$ cat src/rtl/lut_dram_pkg.sv
package lut_dram_pkg;
  // Effective word index: in shallow mode the bank-select bits are forced to zero.
  function automatic int unsigned eff_index(input int unsigned addr, input logic deep,
                                            input int unsigned bank_aw);
    int unsigned low_mask;
    low_mask = (32'd1 << bank_aw) - 32'd1;
    return deep ? addr : (addr & low_mask);
  endfunction

  // Bank number carried in the upper bits of an effective index.
  function automatic int unsigned bank_of(input int unsigned idx, input int unsigned bank_aw);
    return idx >> bank_aw;
  endfunction
endpackage

$ cat src/rtl/lut_bank.sv
module lut_bank #(
  parameter int unsigned AW = 4
) (
  input  logic          clk,
  input  logic          we,
  input  logic          din,
  input  logic [AW-1:0] wa,
  input  logic [AW-1:0] ra2,
  output logic          rd1,
  output logic          rd2
);
  localparam int unsigned WORDS = 1 << AW;

  logic [WORDS-1:0] cells;

  always_ff @(posedge clk) begin
    if (we) cells[wa] <= din;
  end

  assign rd1 = cells[wa];
  assign rd2 = cells[ra2];
endmodule

$ cat src/rtl/read_stage.sv
module read_stage (
  input  logic clk,
  input  logic sync,
  input  logic d,
  output logic q_out
);
  logic held;

  always_ff @(posedge clk) held <= d;

  assign q_out = sync ? held : d;
endmodule

$ cat src/rtl/lut_dram.sv
module lut_dram #(
  parameter int unsigned BANK_AW = 4,
  parameter int unsigned SEL_W   = 1
) (
  input  logic                     clk,
  input  logic                     wr_en,
  input  logic                     din,
  input  logic                     deep_mode,
  input  logic                     a_sync,
  input  logic                     b_sync,
  input  logic [BANK_AW+SEL_W-1:0] a_addr,
  input  logic [BANK_AW+SEL_W-1:0] b_addr,
  output logic                     a_dout,
  output logic                     b_dout
);
  import lut_dram_pkg::*;

  localparam int unsigned NB  = 1 << SEL_W;
  localparam int unsigned TAW = BANK_AW + SEL_W;

  logic [TAW-1:0]   a_eff, b_eff;
  logic [SEL_W-1:0] a_bank, b_bank;
  logic [NB-1:0]    bank_we;
  logic [NB-1:0]    a_rd, b_rd;
  logic             a_comb, b_comb;

  assign a_eff  = TAW'(eff_index(32'(a_addr), deep_mode, BANK_AW));
  assign b_eff  = TAW'(eff_index(32'(b_addr), deep_mode, BANK_AW));
  assign a_bank = SEL_W'(bank_of(32'(a_eff), BANK_AW));
  assign b_bank = SEL_W'(bank_of(32'(b_eff), BANK_AW));

  for (genvar g = 0; g < NB; g++) begin : g_bank
    assign bank_we[g] = wr_en && (a_bank == SEL_W'(g));
    lut_bank #(.AW(BANK_AW)) u_bank (
      .clk (clk),
      .we  (bank_we[g]),
      .din (din),
      .wa  (a_eff[BANK_AW-1:0]),
      .ra2 (b_eff[BANK_AW-1:0]),
      .rd1 (a_rd[g]),
      .rd2 (b_rd[g])
    );
  end

  assign a_comb = a_rd[a_bank];
  assign b_comb = b_rd[b_bank];

  read_stage u_a_out (.clk(clk), .sync(a_sync), .d(a_comb), .q_out(a_dout));
  read_stage u_b_out (.clk(clk), .sync(b_sync), .d(b_comb), .q_out(b_dout));
endmodule

$ cat config.mk
export PLATFORM = sky130hd
export DESIGN_NAME = lut_dram
export DESIGN_NICKNAME = d
export VERILOG_FILES = /design/src/rtl/lut_dram_pkg.sv /design/src/rtl/lut_bank.sv /design/src/rtl/read_stage.sv /design/src/rtl/lut_dram.sv
export SDC_FILE = /design/constraint.sdc
export NUM_CORES = 1
export LEC_CHECK = 0
export ABC_AREA = 0
export BUFFER_PORTS_ARGS = -buffer_cell sky130_fd_sc_hd__buf_2
export CAP_MARGIN = 20
export CORE_ASPECT_RATIO = 1.5
export CORE_MARGIN = 5
export CORE_UTILIZATION = 60
export CTS_BUF_LIST = sky130_fd_sc_hd__clkbuf_2
export DETAILED_ROUTE_END_ITERATION = 10
export PLACE_DENSITY = 0.81
export SLEW_MARGIN = 30
export SYNTH_ARGS = -nofsm -noshare
export SYNTH_HDL_FRONTEND = slang
export SYNTH_HIERARCHICAL = 1
export SYNTH_SLANG_ARGS = --single-unit
$ cat constraint.sdc
create_clock -name clk -period 2.1 [get_ports clk]
set_input_delay 0.105 -clock clk [delete_from_list [all_inputs] [get_ports clk]]
set_output_delay 0.105 -clock clk [all_outputs]
set_load 0.05 [all_outputs]
==> impl_metrics.csv <==
group,metric,value,unit
clocking,clk_pin_slew,170,ps
place,routabilityCongestion,0.8069,
finish,nFillCells,236,
clocking,clock_latency,360,ps
run_status,violations,"setup timing",
critical_path,worstPathCellList,"mux4_2, mux2i_1, mux2i_1, mux2_4, mux2_4, buf_6",
timing,fmax,419.4,MHz
critical_path,cp.arrival,2280,ps
pwr,fin_total_pwr,1506,uW
pwr,p_sw_frac,0.2264,
critical_path,end_kind,"output pin",
synth,synth_cell_type_count,19,
finish,final_common_cell,"edfxtp_1",
clocking,h-tree-depth,2,
timing,fin_crit,2384,ps
drt,drtIter0Drc,62,
floorplanning,die_w,55.88,um
critical_path,path_delay_family,"multiplexers",
synth,async_reset_ff_frac,0,
grt,grt_usage,0.1897,
critical_path,worst-path-buf-inv,1,
floorplanning,dieArea,0.004404,mm^2
critical_path,crit_type,"flop to output pin",
pwr,leakagePower,0.0007172,uW
drt,via_per_inst,6.442,
clocking,root_buffer,"clkbuf_2",
place,numPortBuffers,17,
place,dp_slack,36.51,ps
run_status,status,"complete, but fails checks",
timing,final-max-slew-violation-count,0,
floorplanning,core.rowCount,25,
critical_path,start_kind,"flop",
pwr,power_frac_seq,0.504,
synth,synth.area.top_cells,"edfxtp_1 51%, mux4_1 11%, mux4_2 9.5%, mux2i_1 6.3%, nor3_1 4.2%",
pwr,p_int,1165,uW
critical_path,slowest_delay,490,ps
grt,grt_pass1_vias,1300,
floorplanning,core_area,0.003097,mm^2
synth,synth_nets,146,
drt,vias,1224,
drt,finalWirelength,3765,um
finish,most-common-layout-cells,"32 x edfxtp_1, 16 x nor3_1, 16 x mux4_2",
synth,ys_ff_latch,34,
pwr,pwr-share-clk,0.357,
clocking,cts_buffers,5,
timing,fin_ws,-284.3,ps
critical_path,required,2000,ps
synth,yosysSeqAreaShare,0.5284,
finish,drive_gt1_frac,0.3267,
grt,grt_pass1_wl,6299,um
synth,synth_edf_count,32,
synth,synth_top_flop_cell,"edfxtp_1",
floorplanning,io_pins,18,
clocking,cts_tree,"yes",
timing,maxSlewHeadroom,0.6904,
clocking,post_cts_buffers,0,
finish,final_nets,165,
drt,drt_pass1_iterations,5,
pwr,pwr-share-comb,0.139,
flow_run,maxCapViolCount,0,
drt,wl_per_cell,19.82,um
min_path,hold_path.class,"input pin to flop",
grt,grt-ovfl-total,0,
grt,antenna_found_initial,0,
timing,rsz0062_at_grt,"yes",
synth,mappedNetlistArea,0.001894,mm^2
timing,setup_viol,2,
timing,finClkSkew,6.214,ps
clocking,clkSinkCount,34,
finish,num_antenna_cells,0,
floorplanning,start_util,0.6117,
synth,synthDominantCellAreaShare,0.5073,
pwr,cellPowerDensity,725.6,mW/mm^2
drt,drc,0,
timing,min_period_over_period,1.135,
pwr,ir_drop,0.0004236,V
finish,area_growth,9.577,%
place,dp_hpwl,2705,um
synth,synth_largest_area_cell,"edfxtp_1",
place,place_area,0.002004,mm^2
drt,antenna_left,0,
synth,syn_inst,130,
critical_path,cpMaxStageDelayCell,"mux4_2",
clocking,cts_max_path_buffers,2,
timing,worst_pin_slew,464.3,ps
timing,hold_violations,0,
finish,final_cell_area,0.002076,mm^2
pwr,switchingPower,341.0,uW
grt,grt_max_degree,33,
synth,synth_area_per_cell,14.57,um^2
critical_path,worstPathMaxFanout,2,
synth,yosys_warnings,6,
floorplanning,fp.dieH,78.82,um
synthesized netlist by cell type, types with 2 or more instances:
library cell and instances:
edfxtp_1 32, nor3_1 16, mux2i_1 12, nor2_1 12, nand2_1 10, mux4_1 8
mux4_2 8, clkbuf_1 4, mux2_4 4, nand2b_1 4, nand3_1 4, nor4_1 4
buf_2 2, buf_6 2, dfxtp_1 2, nor2b_1 2, or2b_1 2
what timing repair did:
item	4_1_cts	5_1_grt
gates resized for setup	12	0
hold buffers	0	0
endpoints found under the setup margin	2	2
path summary, 6_finish.rpt:
check / cells after the start / to / startpoint / slack [ps]
worst max-delay path: 6 / b_dout / g_bank[0].u_bank/cells[3] / -280
worst min-delay path: 3 / u_b_out/held / b_addr[4] / 80
worst max register to register: 4 / u_b_out/held / g_bank[0].u_bank/cells[3] / 530
worst min register to register: 4 / u_b_out/held / g_bank[1].u_bank/cells[2] / 950
power groups by stage:
| stage | Combinational, uW | Clock (uW) | Sequential, uW |
|---|---|---|---|
| 2_1_floorplan | 139 | 0 | 771 |
| 3_3_place_gp | 190 | 0 | 773 |
| 3_5_place_dp | 195 | 0 | 774 |
| 4_1_cts | 209 | 545 | 759 |
| 5_1_grt | 224 | 573 | 761 |
| 6_report | 210 | 537 | 759 |
cell families after synthesis:
group                  synth area share
buffers and inverters           0.02510
muxes                            0.3012
and+or+nand+nor                  0.1453
DFF                              0.5284
metrics by stage:
stage          TNS [ps]  cells  hold WS [ps]  utilization
3_5_place_dp          0    182         470.3       0.6473
6_report         -539.1    190         80.84       0.6703
2_1_floorplan         0    130         203.9            -
5_1_grt          -790.5    190         75.14       0.6703
4_1_cts          -581.8    190         69.50       0.6703
3_3_place_gp          0    182         463.5       0.6473
layout make-up:
| type | count | area, um^2 | area share |
|---|---|---|---|
| clock buffers | 5 | 25.02 | 0.01206 |
| repair buffers | 20 | 120.1 | 0.05787 |
| clock inverters | 3 | 63.81 | 0.03074 |
| multi-input cells | 88 | 815.8 | 0.3930 |
| flip-flops and latches | 34 | 1001 | 0.4822 |
| well taps | 40 | 50.05 | 0.02411 |
flip-flops by register name, indices dropped and copies added (netlist names):
register	flops
g_bank.u_bank/cells	32
u_a_out/held	1
u_b_out/held	1
per-layer routing:
metal  vias up  wire (um)  global-route usage
li1        551          -                   -
met1       592       1403              0.2031
met2        64       1971              0.3365
met3        17        259             0.05203
met4         0        130              0.1021
met5         -          0                   0
worst min-delay path, stage by stage:
cell and delay, ps:
buf_2 90, nand2_1 70, mux2_4 160
Note: power is estimated with default switching activity, not from simulation.
